<file path="src/rtl/cdat_doe_pkg.sv">
package cdat_doe_pkg;

    localparam logic [15:0] VENDOR_ID    = 16'h1E98;
    localparam logic [7:0]  OBJ_TYPE     = 8'h02;
    localparam logic [7:0]  RSP_CODE     = 8'h00;
    localparam logic [7:0]  TABLE_TYPE   = 8'h00;
    localparam logic [7:0]  STRUCT_TYPE  = 8'd6;
    localparam logic [7:0]  DT_LATENCY   = 8'd0;
    localparam logic [7:0]  DT_BANDWIDTH = 8'd3;
    localparam logic [15:0] USP_ID       = 16'h0100;
    localparam logic [31:0] LAT_UNIT     = 32'd10000;
    localparam logic [31:0] BW_UNIT      = 32'd1000;
    localparam logic [15:0] LAT_VALUE    = 16'd15;
    localparam logic [15:0] BW_VALUE     = 16'd16;
    localparam logic [15:0] END_HANDLE   = 16'hFFFF;

    localparam int REQ_DW        = 3;
    localparam int RSP_HDR_DW    = 3;
    localparam int STRUCT_HDR_DW = 4;
    localparam int REC_DW        = 2;
    localparam int NUM_ENTRIES   = 2;
    localparam int FIXED_DW      = RSP_HDR_DW + STRUCT_HDR_DW;

    typedef enum logic [1:0] {
        ST_IDLE  = 2'd0,
        ST_CHECK = 2'd1,
        ST_BUILD = 2'd2
    } resp_state_e;

    typedef struct packed {
        logic [17:0] len_dw;
        logic [15:0] handle;
        logic [1:0]  words;
    } req_info_t;

    function automatic logic [15:0] next_handle(input logic [15:0] h);
        return (h == 16'(NUM_ENTRIES - 1)) ? END_HANDLE : h + 16'd1;
    endfunction

endpackage

</file>
<file path="src/rtl/port_rank_sel.sv">
module port_rank_sel #(
    parameter int NPORT = 8,
    parameter int CNT_W = $clog2(NPORT + 1),
    parameter int IDX_W = (NPORT > 1) ? $clog2(NPORT) : 1
) (
    input  logic [NPORT-1:0] mask,
    input  logic [CNT_W-1:0] rank,
    output logic [IDX_W-1:0] idx
);
    always_comb begin
        logic [CNT_W-1:0] seen;
        logic             found;
        seen  = '0;
        found = 1'b0;
        idx   = '0;
        for (int i = 0; i < NPORT; i++) begin
            if (mask[i]) begin
                if (!found && seen == rank) begin
                    idx   = IDX_W'(i);
                    found = 1'b1;
                end
                seen = seen + CNT_W'(1);
            end
        end
    end
endmodule

</file>
<file path="src/rtl/cdat_word_gen.sv">
module cdat_word_gen
    import cdat_doe_pkg::*;
#(
    parameter int NPORT = 8,
    parameter int PTR_W = 5
) (
    input  logic [NPORT-1:0] mask,
    input  logic [15:0]      handle,
    input  logic [PTR_W-1:0] widx,
    output logic [31:0]      word
);
    localparam int CNT_W = $clog2(NPORT + 1);
    localparam int IDX_W = (NPORT > 1) ? $clog2(NPORT) : 1;

    logic [CNT_W-1:0] npop;
    logic [PTR_W-1:0] len_dw;
    logic [15:0]      len_bytes;
    logic [PTR_W-1:0] rec_off;
    logic [CNT_W-1:0] rank;
    logic [IDX_W-1:0] port_idx;
    logic             is_bw;

    assign npop      = CNT_W'($countones(mask));
    assign len_dw    = PTR_W'(FIXED_DW) + PTR_W'({npop, 1'b0});
    assign len_bytes = 16'(STRUCT_HDR_DW * 4) + 16'({npop, 3'b000});
    assign rec_off   = widx - PTR_W'(FIXED_DW);
    assign rank      = CNT_W'(rec_off >> 1);
    assign is_bw     = handle[0];

    port_rank_sel #(.NPORT(NPORT), .CNT_W(CNT_W), .IDX_W(IDX_W)) u_rank (
        .mask (mask),
        .rank (rank),
        .idx  (port_idx)
    );

    always_comb begin
        unique case (widx)
            PTR_W'(0): word = {8'h00, OBJ_TYPE, VENDOR_ID};
            PTR_W'(1): word = {14'h0, 18'(len_dw)};
            PTR_W'(2): word = {next_handle(handle), TABLE_TYPE, RSP_CODE};
            PTR_W'(3): word = {len_bytes, 8'h00, STRUCT_TYPE};
            PTR_W'(4): word = {24'h0, is_bw ? DT_BANDWIDTH : DT_LATENCY};
            PTR_W'(5): word = is_bw ? BW_UNIT : LAT_UNIT;
            PTR_W'(6): word = 32'h0;
            default: begin
                if (!rec_off[0]) word = {16'(port_idx), USP_ID};
                else             word = {16'h0, is_bw ? BW_VALUE : LAT_VALUE};
            end
        endcase
    end
endmodule

</file>
<file path="src/rtl/rd_mbox.sv">
module rd_mbox #(
    parameter int DEPTH = 23,
    parameter int PTR_W = 5
) (
    input  logic             clk,
    input  logic             rst,
    input  logic             wr_en,
    input  logic [PTR_W-1:0] wr_addr,
    input  logic [31:0]      wr_data,
    input  logic [PTR_W-1:0] rd_addr,
    output logic [31:0]      rd_data
);
    logic [31:0] mem [DEPTH];

    always_ff @(posedge clk) begin
        if (wr_en) mem[wr_addr] <= wr_data;
    end

    assign rd_data = (rd_addr < PTR_W'(DEPTH)) ? mem[rd_addr] : 32'h0;

    a_r10_wr_in_range: assert property (@(posedge clk) disable iff (rst)
        wr_en |-> (wr_addr < PTR_W'(DEPTH)));
endmodule

</file>
<file path="src/rtl/cdat_doe_responder.sv">
module cdat_doe_responder
    import cdat_doe_pkg::*;
#(
    parameter int NPORT    = 8,
    parameter int RD_DEPTH = FIXED_DW + REC_DW * NPORT,
    parameter int PTR_W    = $clog2(RD_DEPTH + 1)
) (
    input  logic             clk,
    input  logic             rst,
    input  logic [NPORT-1:0] port_present,
    input  logic             wr_valid,
    input  logic [31:0]      wr_data,
    input  logic             go,
    output logic             busy,
    output logic [PTR_W-1:0] rd_count,
    output logic [31:0]      rd_data,
    input  logic             rd_pop
);
    localparam int CNT_W = $clog2(NPORT + 1);
    localparam logic [PTR_W-1:0] ONE = PTR_W'(1);

    resp_state_e      state_q;
    req_info_t        req_q;
    logic [NPORT-1:0] mask_q;
    logic [15:0]      handle_q;
    logic             accept_q;
    logic [PTR_W-1:0] len_q;
    logic [PTR_W-1:0] idx_q;
    logic [PTR_W-1:0] fill_q;
    logic [PTR_W-1:0] rptr_q;

    logic [CNT_W-1:0] npop_now;
    logic [PTR_W-1:0] len_now;
    logic [15:0]      entries_now;
    logic             start;
    logic             req_ok;
    logic [31:0]      gen_word;
    logic             wr_en;

    assign npop_now    = CNT_W'($countones(port_present));
    assign len_now     = PTR_W'(FIXED_DW) + PTR_W'({npop_now, 1'b0});
    assign entries_now = (npop_now == '0) ? 16'd0 : 16'(NUM_ENTRIES);
    assign start       = go && (state_q == ST_IDLE);
    assign req_ok      = (req_q.words == 2'(REQ_DW))
                      && (req_q.len_dw >= 18'(REQ_DW))
                      && (req_q.handle < entries_now);
    assign wr_en       = (state_q == ST_BUILD);
    assign busy        = (state_q != ST_IDLE);
    assign rd_count    = busy ? '0 : (fill_q - rptr_q);

    always_ff @(posedge clk) begin
        if (rst) begin
            req_q <= '0;
        end else if (start) begin
            req_q.words <= '0;
        end else if (wr_valid && req_q.words != 2'(REQ_DW)) begin
            if (req_q.words == 2'd1) req_q.len_dw <= wr_data[17:0];
            if (req_q.words == 2'd2) req_q.handle <= wr_data[31:16];
            req_q.words <= req_q.words + 2'd1;
        end
    end

    always_ff @(posedge clk) begin
        if (rst) begin
            state_q  <= ST_IDLE;
            mask_q   <= '0;
            handle_q <= '0;
            accept_q <= 1'b0;
            len_q    <= '0;
            idx_q    <= '0;
            fill_q   <= '0;
            rptr_q   <= '0;
        end else begin
            unique case (state_q)
                ST_IDLE: begin
                    if (start) begin
                        mask_q   <= port_present;
                        handle_q <= req_q.handle;
                        accept_q <= req_ok;
                        len_q    <= len_now;
                        fill_q   <= '0;
                        rptr_q   <= '0;
                        state_q  <= ST_CHECK;
                    end else if (rd_pop && rptr_q != fill_q) begin
                        rptr_q <= rptr_q + ONE;
                    end
                end
                ST_CHECK: begin
                    idx_q   <= '0;
                    state_q <= accept_q ? ST_BUILD : ST_IDLE;
                end
                ST_BUILD: begin
                    idx_q  <= idx_q + ONE;
                    fill_q <= fill_q + ONE;
                    if (idx_q == len_q - ONE) state_q <= ST_IDLE;
                end
                default: state_q <= ST_IDLE;
            endcase
        end
    end

    cdat_word_gen #(.NPORT(NPORT), .PTR_W(PTR_W)) u_gen (
        .mask   (mask_q),
        .handle (handle_q),
        .widx   (idx_q),
        .word   (gen_word)
    );

    rd_mbox #(.DEPTH(RD_DEPTH), .PTR_W(PTR_W)) u_mbox (
        .clk     (clk),
        .rst     (rst),
        .wr_en   (wr_en),
        .wr_addr (idx_q),
        .wr_data (gen_word),
        .rd_addr (rptr_q),
        .rd_data (rd_data)
    );

    a_r5_go_sets_busy: assert property (@(posedge clk) disable iff (rst)
        (go && !busy) |=> busy);

    a_r5_build_fill_step: assert property (@(posedge clk) disable iff (rst)
        (state_q == ST_BUILD) |=> (fill_q == $past(fill_q) + ONE));

    a_r4_discard_empty: assert property (@(posedge clk) disable iff (rst)
        (state_q == ST_CHECK && !accept_q) |=> (!busy && rd_count == '0));

    a_r10_rptr_bound: assert property (@(posedge clk) disable iff (rst)
        rptr_q <= fill_q);

    a_r10_fill_bound: assert property (@(posedge clk) disable iff (rst)
        fill_q <= PTR_W'(RD_DEPTH));

    a_r10_busy_blocks_pop: assert property (@(posedge clk) disable iff (rst)
        busy |=> $stable(rptr_q));
endmodule

</file>
<file path="config.mk">
export PLATFORM = sky130hd
export DESIGN_NAME = cdat_doe_responder
export DESIGN_NICKNAME = d
export VERILOG_FILES = /design/src/rtl/cdat_doe_pkg.sv /design/src/rtl/port_rank_sel.sv /design/src/rtl/cdat_word_gen.sv /design/src/rtl/rd_mbox.sv /design/src/rtl/cdat_doe_responder.sv
export SDC_FILE = /design/constraint.sdc
export NUM_CORES = 1
export LEC_CHECK = 0
export BUFFER_PORTS_ARGS = -buffer_cell sky130_fd_sc_hd__buf_2
export CAP_MARGIN = 20
export CORE_MARGIN = 4
export CORE_UTILIZATION = 46
export CTS_CLUSTER_SIZE = 40
export DETAILED_ROUTE_END_ITERATION = 10
export PLACE_DENSITY = 0.65
export SETUP_SLACK_MARGIN = 0.3
export SYNTH_ARGS = -nofsm -noshare
export SYNTH_HDL_FRONTEND = slang
export SYNTH_SLANG_ARGS = --single-unit
export TNS_END_PERCENT = 20
</file>
<file path="constraint.sdc">
create_clock -name clk -period 13.7 [get_ports clk]
set_clock_uncertainty 0.2 [all_clocks]
set_input_delay 0 -clock clk [delete_from_list [all_inputs] [get_ports clk]]
set_output_delay 0 -clock clk [all_outputs]
set_load 0.01 [all_outputs]
</file>
## Word level (Yosys, flattened, before mapping)

Memory sizes are Yosys's and may differ from the RTL's. A register that Yosys moved wholly into a read port is not among the register bits.
Index checks and enable logic that the tools add are counted.

- Word-level logic and storage cells: 162
- Input port bits: 45
- Register bits: 83
- RAM bits: 736
- Memories kept: 1

- Multiplexer cells: 57
- Eq/ne operators: 24
- $lt $le $gt $ge: 3
- Reductions and logical operators: 34
- Add/subtract/negate cells: 31
- Bitwise logic cells: 1

Memories:

| name | words | width | read ports | clocked after memory_dff | wr ports | line | source |
|---|---|---|---|---|---|---|---|
| u_mbox.mem | 23 | 32 | 1 | 1 | 1 | rd_mbox.sv:13 | `logic [31:0] mem [DEPTH];` |

Operators by type and width:

| operator | count |
|---|---|
| $pmux 32 s7 | 1 |
| $mux 3 | 12 |
| $mux 5 | 7 |
| $mux 32 | 1 |
| $eq 4x4->1 | 7 |
| $add 4x1->4 const B | 6 |
| $mux 4 | 6 |
| $pmux 5 s2 | 2 |
| $mux 1 | 19 |
| $mux 19 | 1 |
| $ge 18x2->1 const B | 1 |
| $add 1x1->2 | 8 |
| $add 16x1->16 const B | 1 |
| $eq 16x1->1 const B | 1 |
| $lt 16x2->1 | 1 |
| $mux 16 | 1 |
| $add 5x1->5 const B | 3 |
| $eq 5x3->1 const B | 3 |
| $mux 14 | 1 |
| $add 4x4->4 | 3 |
| $logic_and 1x1->1 | 12 |
| $add 3x5->5 const A | 2 |
| $eq 5x2->1 const B | 2 |
| $mux 2 | 5 |
| other kinds (24) | 44 |

## Logic depth before layout (Yosys ltp)

Gate-level depths: netlist of the first run.

- Word-level depth: 34
- Gate-level depth with buffers: 21
- Gate-level depth less buffers: 21

## By module

A second synthesis of the first run with hierarchy kept.

- Cell total of the unflattened synthesis: 2187
- Area total of the unflattened synthesis: 34476.8 µm²

By module, submodules not included:

| module | seq. area each (µm²) | cells an instance | area an instance (µm²) | instances |
|---|---|---|---|---|
| rd_mbox | 22101.2 | 1428 | 28582.4 | 1 |
| cdat_doe_responder | 1661.6 | 484 | 3861.2 | 1 |
| cdat_word_gen | 0.0 | 160 | 1154.9 | 1 |
| port_rank_sel | 0.0 | 115 | 878.3 | 1 |

## Worst setup path before layout of the first run

No wires, ideal clock.

- Kind: register -> register
- From: reg mask_q[0]
- To: mem u_mbox.mem[0][16] (data pin)
- Period minus slack after synthesis: 5036 ps
- Buffers on the path: 1
- Setup slack: 8664 ps
- Arrival time: 4499 ps
- Cell stages (with the launch flop): 22
- Setup time: 337 ps
- Data required time: 13163 ps
- Cells stage by stage: dfxtp_1 > inv_1 > ha_1 > buf_4 > xor2_2 > ha_1 > nand2_1 > o31ai_1 > ha_1 > nand2b_1 > and2_1 > ha_1 > a22o_1 > ha_1 > nand2_1 > xnor2_1 > xor2_1 > xnor2_1 > nand2_1 > nor2_1 > nand4_1 > a22oi_1

- Word-level cells in the longest chain between the ends: 31
- Elaborated cells between the ends (all ways): 63
- Those cells by class: add/sub: 6; eq/ne: 7; mux: 36; reduce/logical: 14

RTL lines:

| item | line | source |
|---|---|---|
| from (decl) | cdat_doe_responder.sv:24 | `logic [NPORT-1:0] mask_q;` |
| from (signal assigned) | cdat_doe_responder.sv:77 | `mask_q <= port_present;` |
| parallel branches: the longest is 28 deep, another holds $add 4x1->4 | - |  |
| $mux 3 (*) | port_rank_sel.sv:17 | `if (mask[i]) begin` |
| $mux 19 (*) | cdat_word_gen.sv:46 | `if (!rec_off[0]) word = {16'(port_idx), USP_ID};` |
| $pmux 32 s7 (*) | cdat_word_gen.sv:37 | `unique case (widx)` |
| net gen_word[16] | cdat_doe_responder.sv:37 | `logic [31:0] gen_word;` |
| to (decl) | rd_mbox.sv:13 |  |

Mark *: on every way through the listed nets, which the timed path passes.

## Worst setup path in the final report of the first run

- From: reg mask_q[0]
- To: mem u_mbox.mem[20][17] (data pin)

The elaborated chain is that of the path after synthesis.

==> results of run 1 <==
[cell usage in the layout, fill, tap and decap left out, types with 9 or more instances in the layout]
cell type	n
and2_2	11
nand3_1	19
nand2_1	182
clkbuf_16	77
nor2_1	76
a21oi_1	91
clkinv_2	12
dfxtp_1	83
ha_1	38
fa_1	9
xnor2_1	37
mux4_2	168
a211oi_1	32
buf_4	40
a21o_1	12
dlygate4sd3_1	120
clkinv_1	13
clkbuf_1	18
mux2i_1	60
edfxtp_1	644
inv_1	46
buf_2	80
and3_1	9
o21ai_0	44
nor4_1	9
xor2_1	23
[logic make-up after synthesis]
logic type / Yosys count / share of synthesized area
flip-flops: 732 / 0.690
AND/OR/NAND/NOR: 370 / 0.0548
multiplexers: 230 / 0.144
AO/OA/AOI/OAI: 226 / 0.0453
buffers and inverters: 155 / 0.0213
XOR/XNOR: 69 / 0.0232
adder cells (fa/ha/maj): 47 / 0.0214
other: 1 / 0.000123
[power by group through the flow]
stage	clock (uW)	sequential [uW]	combinational, uW
after detailed placement	0	2450	121
after global placement	0	2450	117
final	1930	2410	148
after global routing	2070	2400	167
after CTS	1970	2410	144
after floorplan	0	2450	96.7
[flip-flops by register name, indices dropped and copies added, names as in the netlist, named ones only]
signal / count
fill_q: 5
state_q: 2
req_q: 36
u_mbox.mem: 644
accept_q: 1
handle_q: 16
idx_q: 5
mask_q: 8
len_q: 5
rptr_q: 5
[repair_timing]
action,in CTS,in global routing
setup buffers,0,0
hold buffers,120,0
gates resized for setup,0,0
endpoints found under the hold margin,85,0
[worst reg2reg max path, stage by stage (launching register included)]
cell and delay, ns:
dfxtp_1 0.39, inv_1 0.08, ha_1 0.52, xor2_2 0.38, ha_1 0.30, nand2_1 0.10, o31ai_1 0.13, ha_1 0.30
nand2b_1 0.19, and2_1 0.21, ha_1 0.27, a22o_1 0.27, ha_1 0.19, nand2_1 0.07, xnor2_1 0.13, xor2_1 0.20
xnor2_1 0.13, nand2_1 0.07, nor2_1 0.10, nand4_1 0.18, o211ai_2 0.68
[how the worst max path moves through the flow]
stage / depth (start not counted) / start / end / slack, ns
after CTS: 20 / mask_q[0] / u_mbox.mem[7][17] / 8.31
after global placement: 20 / mask_q[0] / u_mbox.mem[0][17] / 8.48
after global routing: 20 / mask_q[1] / u_mbox.mem[20][17] / 7.83
final: 20 / mask_q[0] / u_mbox.mem[20][17] / 8.29
after detailed placement: 20 / mask_q[0] / u_mbox.mem[0][17] / 8.35
after floorplan: 21 / mask_q[0] / u_mbox.mem[0][16] / 8.66
[area by class of cell]
cell class | count | share of cell area
Clock inverter | 33 | 0.00763
Multi-Input combinational cell | 944 | 0.250
Timing Repair Buffer | 245 | 0.0562
Tap cell | 864 | 0.0304
Clock buffer | 98 | 0.0572
Sequential cell | 732 | 0.593
Inverter | 47 | 0.00496
[metrics by stage]
| stage | worst slack [ns] | area (um2) |
|---|---|---|
| final | 8.29 | 35600 |
| after global routing | 7.83 | 35600 |
| after CTS | 8.31 | 35600 |
| after detailed placement | 8.35 | 32100 |
| after global placement | 8.48 | 32000 |
| after floorplan | 8.66 | 30600 |
[metal layers]
metal  up-vias  wire length (um)
li1       7543                 -
met1      8811             29600
met2       585             35300
met3       124              4380
met4         0              1680
met5         -                 0
==> impl_results.md, run 1 <==
* Status: completed
* CTS buffer count at 76
* Cell taking the most area after synthesis: edfxtp_1
* Net Sw Power at 907 uW
* Leak at 0.0122 uW
* CP Launch Type: register
* Critical Path End Type: register
* Sw frac at 0.202
* Placed insts at 2711
* Worst Path Max Fanout at 23
* Synth Warn # at 0
* Grt total ovfl at 0
* Initial antenna violation count at 0
* Post-layout util at 0.540
* Syn Inst Count at between 1.5k and 2k
* Max IR drop VDD at 0.0733 mV
* H-tree lvl count at 3
* Core area at 65900 um2
* Power Total at between 4000 and 5000 uW
* Share of layout cells above drive strength 1 at 0.209
* GRT busiest layer: met2
* Required time of the worst setup path at 13.78 ns
* Register area share after synthesis at 0.690
* Clock buffer depth at 3
* R2r startpoint: mask_q[0]
* Reg2Reg Setup Slack at between 8 and 9 ns
* # nets final at 2138
* Hold Worst Slack at 0.0394 ns
* Vias at 17.1k
* R2R Path End: u_mbox.mem[20][17]
* Post-DP HPWL at 37.4 mm
* Gr usage total at 0.201
* Int Power at 3570 uW
* Area of the multi-input gates at 8920 um2
* CTS root buf: clkbuf_16
* Worst Hold End: req_q[35]
* Post-synthesis cell area at 30600 um2
* Worst Hold Depth at 4
* Clock transition at path regs at 0.06 ns
* Crit path kind: register to register
* Synth cell types at 77
* Crit-path slowest cell: o211ai_2
* Worst slew pin tran at 1.14 ns
* Top cells by count, synth: 644 x edfxtp_1, 182 x nand2_1, 168 x mux4_2
* Seq pwr share at 0.537
* CTS tree: yes
* M2 GR Usage at 0.338
* Worst-Skew Late Latency at 0.60 ns
* Clock Power Share at 0.430
* Critical path buffer and inverter count at 1
* Row Count at 94
* Max_cap viols at 0
* Final setup TNS at 0 ns
* Global-route wire length before repair at between 100 and 150 mm
* WL/cell at about 24 um
* Ant diodes at 0
* I/O pin count at 83
* RePlAce Congestion at 0.808
* Crit path cell chain: inv_1 > ha_1 > xor2_2 > ha_1 > nand2_1 > o31ai_1 > ha_1 > nand2b_1 > and2_1 > ha_1 > a22o_1 > ha_1 > nand2_1 > xnor2_1 > xor2_1 > xnor2_1 > nand2_1 > nor2_1 > nand4_1 > o211ai_2
* Synth async-reset ratio at 0
* Register area at roughly 21000 um2
* Fmax at 185 MHz
* Worst hold path type: input port to register
* Post-route non-filler standard cell count at 2963
* Critical path arrival at 5.50 ns
* Final Critical Period at 5.41 ns
* CP top delay family: adder cells
* Largest stage delay, worst path at just under 0.7 ns
* Main flop type after synthesis: edfxtp_1
* Post-synth top area share at 0.632
* Initial Utilization at 0.464
* DR pass1 iterations at 7
* Top cell by count, worst path: ha_1
* Die width at roughly 270 um
* Top cells by area in the synthesized netlist: edfxtp_1 63%, mux4_2 12%, dfxtp_1 5.8%
* Met1 GRT Util at 0.276
* Tcrit/Tclk final at 0.395
* Seq cells post-synth at 732
* Fill cells at 5175
* CTS Sinks at 732
* Die height at 266 um
* RSZ-0062 raised after global routing: false
* Combinational group share of total power at 0.033
* PortBufs at 80
* Max-slew headroom at 0.237
* Syn avg cell area at between 15 and 20 um2
* DRC viols at 0
* WL final at 70.9 mm
* Final Hold Viols at 0
* Die ar. at 70700 um2
* Final count of negative-setup-slack endpoints at 0
* Area Overhead vs Synth at 16.4%
* Initial DRC count at approximately 1.6k
* Hold_sp: wr_data[17]
* Reg2reg path depth at 20
* Number of flops mapped to enable cells by yosys at 644
* Pwr/cell area at 126 nW/um2
* Count leader, synth: edfxtp_1
* Vias/cell at between 5 and 6
* Vias in the first global route at 17.6k
* Routed Antenna Nets at 0
* Pin count of the biggest net entering global routing at slightly above 100
* Grt met3 use at 0.0356
* Slew Viols, Final at 0
Note: power is estimated with default switching activity, not from simulation.
==> run 2, diff against run 1 <==
--- a/config.mk
+++ b/config.mk
@@ -5,6 +5,7 @@
 export SDC_FILE = /design/constraint.sdc
 export NUM_CORES = 1
 export LEC_CHECK = 0
+export ABC_AREA = 1
 export BUFFER_PORTS_ARGS = -buffer_cell sky130_fd_sc_hd__buf_2
 export CAP_MARGIN = 20
 export CORE_MARGIN = 4
==> constraint.sdc (replaced) <==
create_clock -name clk -period 5.2 [get_ports clk]
set_clock_uncertainty 0.2 [all_clocks]
set_input_delay 0 -clock clk [delete_from_list [all_inputs] [get_ports clk]]
set_output_delay 0 -clock clk [all_outputs]
set_load 0.01 [all_outputs]
==> run 2 against run 1 <==
Against the previous run: critical path depth up 4; sequential share of layout area barely moved; total power rose to 3.0 times the previous value; clock-buffer cell count decreased by 4.
==> impl_results.md, run 2 <==
* Status: completed (unchanged)
* Max-slew headroom at 0.147 (was 0.237)
* Worst hold path type: input port to register (unchanged)
* Top cells by count, synth: 644 x edfxtp_1, 419 x o21ai_0, 370 x nor2_1 (was 644 x edfxtp_1, 182 x nand2_1, 168 x mux4_2)
* CTS buffer count at 76 (unchanged)
* Initial antenna violation count at 2 (was 0)
* Worst Path Max Fanout at 23 (unchanged)
* Slew Viols, Final at 0 (unchanged)
* Syn Inst Count at 2661 (was 1830)
* Syn avg cell area at 11.6 um2 (was 16.7 um2)
* Clock buffer depth at 3 (unchanged)
* R2r startpoint: mask_q[0] (unchanged)
* Top cells by area in the synthesized netlist: edfxtp_1 63%, o21ai_0 6.8%, dfxtp_1 5.7% (was edfxtp_1 63%, mux4_2 12%, dfxtp_1 5.8%)
* Post-DP HPWL at 47.1 mm (was 37.4 mm)
* Final count of negative-setup-slack endpoints at 0 (unchanged)
* Fill cells at 5525 (was 5175)
* Routed Antenna Nets at 0 (unchanged)
* Final Hold Viols at 0 (unchanged)
* Design Area, Final at 35600 um2 (about the same)
* Critical path launch point: mask_q[0] (unchanged)
* CTS root buf: clkbuf_16 (unchanged)
* Largest regs: u_mbox.mem (644), req_q (36), handle_q (16) (unchanged)
* Final Critical Period at 4.54 ns (was 5.41 ns)
* Top cell by count, worst path: nand2_1 (was ha_1)
* Max_cap viols at 0 (unchanged)
* WL/cell at 23.2 um (was 23.9 um)
* DRC viols at 0 (unchanged)
* Initial DRC count at 2599 (was 1588)
* WL final at 85.6 mm (was 70.9 mm)
* Gr usage total at 0.235 (was 0.201)
* Hold Worst Slack at 0.0283 ns (was 0.0394 ns)
* Core area at 66200 um2 (was 65900 um2)
* Vias at 21.8k (was 17.1k)
* Clock transition at path regs at 0.06 ns (about the same)
* Number of flops mapped to enable cells by yosys at 644 (unchanged)
* Synth cell types at 51 (was 77)
* Synth async-reset ratio at 0 (unchanged)
* Biggest register: u_mbox.mem (unchanged)
* Share of layout cells above drive strength 1 at 0.115 (was 0.209)
* CP top delay family: simple AND/OR/NAND/NOR gates (was adder cells)
* RSZ-0062 raised after global routing: false (unchanged)
* Placed cell area at 32400 um2 (was 32100 um2)
* Area Overhead vs Synth at 15.2% (was 16.4%)
* Row Count at 94 (unchanged)
* CTS Sinks at 732 (unchanged)
* Cell taking the most area after synthesis: edfxtp_1 (unchanged)
* Initial Utilization at 0.467 (was 0.464)
* Final setup TNS at 0 ns (unchanged)
* PortBufs at 80 (unchanged)
* Hold_sp: wr_data[16] (was wr_data[17])
* Main flop type after synthesis: edfxtp_1 (unchanged)
* CP Launch Type: register (unchanged)
* Required time of the worst setup path at 5.46 ns (was 13.78 ns)
* Crit path kind: register to register (unchanged)
* Post-layout util at 0.538 (was 0.540)
* Post-route non-filler standard cell count at 3697 (was 2963)
* Pin count of the biggest net entering global routing at 259 (was 103)
* Commonest non-fill, non-tap cell in the layout: edfxtp_1 (unchanged)
* # Post-CTS Setup Buffers at 0 (unchanged)
* Vias/cell at 5.91 (was 5.76)
* Largest register FFs at 644 (unchanged)
* Die height at 267 um (was 266 um)
* Count leader, synth: edfxtp_1 (unchanged)
* Synth Warn # at 0 (unchanged)
* Max IR drop VDD at 0.305 mV (was 0.0733 mV)
* Critical path arrival at 4.80 ns (was 5.50 ns)
* Critical path buffer and inverter count at 4 (was 1)
* CTS tree: yes (unchanged)
* Die width at 267 um (was 266 um)
* Die ar. at 71400 um2 (was 70700 um2)
* RePlAce Congestion at 0.836 (was 0.808)
* Post-synth top area share at 0.626 (was 0.632)
* Vias in the first global route at 21.3k (was 17.6k)
* DR pass1 iterations at 6 (was 7)
* Seq cells post-synth at 732 (unchanged)
* Post-synthesis cell area at 30900 um2 (was 30600 um2)
* Critical Path End Type: register (unchanged)
* Largest stage delay, worst path at 0.39 ns (was 0.68 ns)
* Crit path cell chain: inv_1 > ha_2 > nand2_2 > nand2_2 > inv_1 > ha_1 > nand2_1 > nand2_1 > ha_1 > or2_2 > nand2_1 > inv_1 > ha_1 > nand2_1 > nand2_1 > ha_1 > o211ai_1 > nand3_1 > a21oi_1 > nand3_2 > nand2_1 > nand2_1 > nand2_1 > buf_6 (was inv_1 > ha_1 > xor2_2 > ha_1 > nand2_1 > o31ai_1 > ha_1 > nand2b_1 > and2_1 > ha_1 > a22o_1 > ha_1 > nand2_1 > xnor2_1 > xor2_1 > xnor2_1 > nand2_1 > nor2_1 > nand4_1 > o211ai_2)
* I/O pin count at 83 (unchanged)
* Global-route wire length before repair at 128 mm (was 107 mm)
* Worst-Skew Late Latency at 0.62 ns (was 0.60 ns)
* # nets final at 2870 (was 2138)
* Crit-path slowest cell: dfxtp_1 (was o211ai_2)
* Grt total ovfl at 0 (unchanged)
* Register area share after synthesis at 0.683 (was 0.690)
* Placed insts at 3498 (was 2711)
* Fmax at 220 MHz (was 185 MHz)
* Worst slew pin tran at 1.28 ns (was 1.14 ns)
* Tcrit/Tclk final at 0.873 (was 0.395)
* Leak at 0.0128 uW (was 0.0122 uW)
* Pwr/cell area at 380 nW/um2 (was 126 nW/um2)
* H-tree lvl count at 3 (unchanged)
* Commonest non-fill, non-tap cells in the layout: 644 x edfxtp_1, 414 x o21ai_0, 347 x nor2_1, 189 x nand2_1, 170 x inv_1 (was 644 x edfxtp_1, 182 x nand2_1, 168 x mux4_2, 120 x dlygate4sd3_1, 91 x a21oi_1)
## run 2: routing by layer
metal  vias to the layer above  wire (um)  track usage
met3                       157       7080       0.0426
met4                         2       2300       0.0702
met1                     10800      35200        0.322
met2                       991      41100        0.387
met5                         -         10            0
li1                       9891          -            -
## run 2: worst min-delay path: cells and delay by family
| kind | cells | cell delay [ns] |
|---|---|---|
| AOI/OAI and AO/OA | 2 | 0.17 |
| buffers and inverters | 2 | 0.63 |
## run 2: worst paths after layout
path	slack, ns	depth (start not counted)	end
hold reg to reg	0.25	2	req_q[18]
hold / removal	0.03	4	req_q[2]
setup / recovery	0.66	24	u_mbox.mem[16][16]
setup reg to reg	0.66	24	u_mbox.mem[16][16]
## run 2: cell type report
class,instances,area (um2),share of cell area
multi-input cells,1586,8650,0.243
clock inverters,38,437,0.0123
clock buffers,94,2060,0.0580
well taps,864,1080,0.0304
diodes,1,2.50,0.0000703
flip-flops and latches,732,21100,0.593
inverters,182,697,0.0196
repair buffers,200,1560,0.0438
## run 2: kinds of logic after synthesis
logic type,share of synthesized area
AOI/OAI and AO/OA,0.142
xor gates and xnor gates,0.00786
adders and majority gates,0.0212
buffers and inverters,0.0437
DFF,0.683
other,0.000121
and+or+nand+nor,0.103
## run 2: timing repair
item,in CTS,in global routing
endpoints found under the setup margin,23,69
resized for setup,1,4
hold buffers,63,0
endpoints found under the hold margin,72,0
## run 2: where the power goes
part	switching, uW	leakage [uW]	internal, uW
logic	939	0.00462	444
registers	73.6	0.00692	6590
clock network	2230	0.00123	3270
total	3240	0.0128	10300
## run 2: metrics by stage
| step | total power [uW] | setup WS [ns] |
|---|---|---|
| after floorplan | 7650 | 0.917 |
| after global placement | 8070 | 0.440 |
| after detailed placement | 8130 | 0.265 |
| after CTS | 13600 | 0.499 |
| after global routing | 14000 | 0.303 |
| final | 13500 | 0.658 |
==> run 3, diff against run 2 <==
--- a/config.mk
+++ b/config.mk
@@ -5,7 +5,6 @@
 export SDC_FILE = /design/constraint.sdc
 export NUM_CORES = 1
 export LEC_CHECK = 0
-export ABC_AREA = 1
 export BUFFER_PORTS_ARGS = -buffer_cell sky130_fd_sc_hd__buf_2
 export CAP_MARGIN = 20
 export CORE_MARGIN = 4
==> run 3 against run 2 <==
Against the previous run: hold slack improved by 0.063 ns; non-clock buffer count rose by 66; total power shrank 11%; highest routed layer is now met4.
==> impl_results.md, run 3 (synthesis results as in run 1) <==
* Fmax at 214 MHz (was 220 MHz)
* Vias in the first global route at 17.7k (was 21.3k)
* Grt total ovfl at 0 (unchanged)
* Worst-Skew Late Latency at 0.61 ns (was 0.62 ns)
* Pwr/cell area at 336 nW/um2 (was 380 nW/um2)
* Max_cap viols at 0 (unchanged)
* Commonest non-fill, non-tap cells in the layout: 644 x edfxtp_1, 182 x nand2_1, 168 x mux4_2, 122 x dlygate4sd3_1, 91 x a21oi_1 (was 644 x edfxtp_1, 414 x o21ai_0, 347 x nor2_1, 189 x nand2_1, 170 x inv_1)
* Worst Path Max Fanout at 11 (was 23)
* RePlAce Congestion at 0.790 (was 0.836)
* Leak at 0.0121 uW (was 0.0128 uW)
* Final Hold Viols at 0 (unchanged)
* Register area at 21100 um2 (about the same)
* Initial DRC count at 1626 (was 2599)
* CTS buffer count at 75 (was 76)
* CTS root buf: clkbuf_16 (unchanged)
* Final Critical Period at 4.67 ns (was 4.54 ns)
* Vias/cell at 5.81 (was 5.91)
* Clock buffer depth at 3 (unchanged)
* # nets final at 2158 (was 2870)
* H-tree lvl count at 3 (unchanged)
* Commonest non-fill, non-tap cell in the layout: edfxtp_1 (unchanged)
* Max IR drop VDD at 0.214 mV (was 0.305 mV)
* Routed Antenna Nets at 0 (unchanged)
* Critical Path End Type: register (unchanged)
* Top cell by count, worst path: ha_1 (was nand2_1)
* Worst hold path type: input port to register (unchanged)
* Fill cells at 5059 (was 5525)
* Crit path kind: register to register (unchanged)
* CP Launch Type: register (unchanged)
* Worst slew pin tran at 1.16 ns (was 1.28 ns)
* Crit-path slowest cell: dfxtp_2 (was dfxtp_1)
* I/O pin count at 83 (unchanged)
* Die ar. at 70700 um2 (was 71400 um2)
* Clock transition at path regs at 0.06 ns (about the same)
* Area Overhead vs Synth at 17.6% (was 15.2%)
* Slew Viols, Final at 0 (unchanged)
* Pre-CTS setup slack at 0.457 ns (was 0.265 ns)
* Final setup TNS at 0 ns (unchanged)
* WL/cell at 24.8 um (was 23.2 um)
* DR pass1 iterations at 6 (unchanged)
* Max-slew headroom at 0.226 (was 0.147)
* Die width at 266 um (was 267 um)
* Tcrit/Tclk final at 0.897 (was 0.873)
* Critical path arrival at 4.93 ns (was 4.80 ns)
* Row Count at 94 (unchanged)
* Crit path cell chain: inv_1 > ha_4 > and2_1 > nor2_2 > ha_1 > nand2_1 > o31ai_2 > ha_1 > nand2b_1 > and2_1 > ha_1 > a22o_1 > ha_1 > nand2_1 > xnor2_1 > xor2_1 > xnor2_1 > nand2_1 > nor2_1 > nand4_1 > o211ai_1 > buf_4 > buf_4 (was inv_1 > ha_2 > nand2_2 > nand2_2 > inv_1 > ha_1 > nand2_1 > nand2_1 > ha_1 > or2_2 > nand2_1 > inv_1 > ha_1 > nand2_1 > nand2_1 > ha_1 > o211ai_1 > nand3_1 > a21oi_1 > nand3_2 > nand2_1 > nand2_1 > nand2_1 > buf_6)
* Largest stage delay, worst path at 0.36 ns (was 0.39 ns)
* Die height at 266 um (was 267 um)
* Gr usage total at 0.209 (was 0.235)
* Initial antenna violation count at 0 (was 2)
* Required time of the worst setup path at 5.46 ns (about the same)
* Post-DP HPWL at 40.3 mm (was 47.1 mm)
* Largest regs: u_mbox.mem (644), req_q (36), handle_q (16) (unchanged)
* Power Total at 12100 uW (was 13500 uW)
* Pin count of the biggest net entering global routing at 77 (was 259)
* Initial Utilization at 0.464 (was 0.467)
* Ant diodes at 0 (was 1)
* Final count of negative-setup-slack endpoints at 0 (unchanged)
* Largest register FFs at 644 (unchanged)
* PortBufs at 80 (unchanged)
* Hold Worst Slack at 0.0917 ns (was 0.0283 ns)
* Reg2Reg Setup Slack at 0.53 ns (was 0.66 ns)
* CTS tree: yes (unchanged)
* Vias at 17.4k (was 21.8k)
* DRC viols at 0 (unchanged)
* Global-route wire length before repair at 110 mm (was 128 mm)
* Setup WS post-layout at 0.534 ns (was 0.658 ns)
* Status: completed (unchanged)
* RSZ-0062 raised after global routing: false (unchanged)
* Core area at 65900 um2 (was 66200 um2)
* Biggest register: u_mbox.mem (unchanged)
* WL final at 74.1 mm (was 85.6 mm)
* CTS Sinks at 732 (unchanged)
* Share of layout cells above drive strength 1 at 0.220 (was 0.115)
* Area of the multi-input gates at 8930 um2 (was 8650 um2)
run 3: final timing paths:
kind | depth (start not counted) | end | from
setup / recovery | 23 | u_mbox.mem[21][18] | mask_q[0]
hold / removal | 4 | len_q[1] | port_present[2]
setup reg to reg | 23 | u_mbox.mem[21][18] | mask_q[0]
hold reg to reg | 2 | req_q[35] | req_q[35]
run 3: metal layers:
metal  share of wire  vias to the layer above  routed length (um)  GRT usage
met1            0.41                     9024               30700      0.282
met4           0.028                        0                2060     0.0636
met3           0.062                      140                4570     0.0410
met5               0                        -                   0          0
met2            0.50                      614               36800      0.350
li1                -                     7577                   -          -
run 3: critical path: cells and delay by family, from the launching register on:
kind,cells,cell delay [ns]
adders and majority gates,5,1.15
AOI/OAI and AO/OA,3,0.66
buffers and inverters,3,0.47
and+or+nand+nor,9,1.24
DFF,1,0.36
xor gates and xnor gates,3,0.46
run 3: what timing repair did:
item / 4_1_cts / 5_1_grt
resized for setup: 0 / 10
hold buffers: 122 / 0
hold endpoints to repair: 87 / 0
setup endpoints to repair: 0 / 69
buffers inserted: 0 / 3
run 3: power breakdown:
group | leakage (uW) | total (uW) | switching (uW) | internal (uW)
clock | 0.00121 | 5360 | 2200 | 3160
combinational | 0.00385 | 397 | 200 | 196
sequential | 0.00706 | 6340 | 22.7 | 6310
total | 0.0121 | 12100 | 2420 | 9670
run 3: cell type report:
type,count,share of cell area
multi-input cells,944,0.248
well taps,864,0.0301
inverters,47,0.00491
flip-flops and latches,732,0.587
clock buffers,103,0.0589
repair buffers,266,0.0609
clock inverters,33,0.00981
run 3: stage by stage:
step                      utilization  std cells  area, um2
after CTS                       0.544       2982      35900
after detailed placement        0.488       2724      32200
after global routing            0.546       2989      36000
final                           0.546       2989      36000
after global placement          0.488       2722      32100
after floorplan                     -       1831      30600
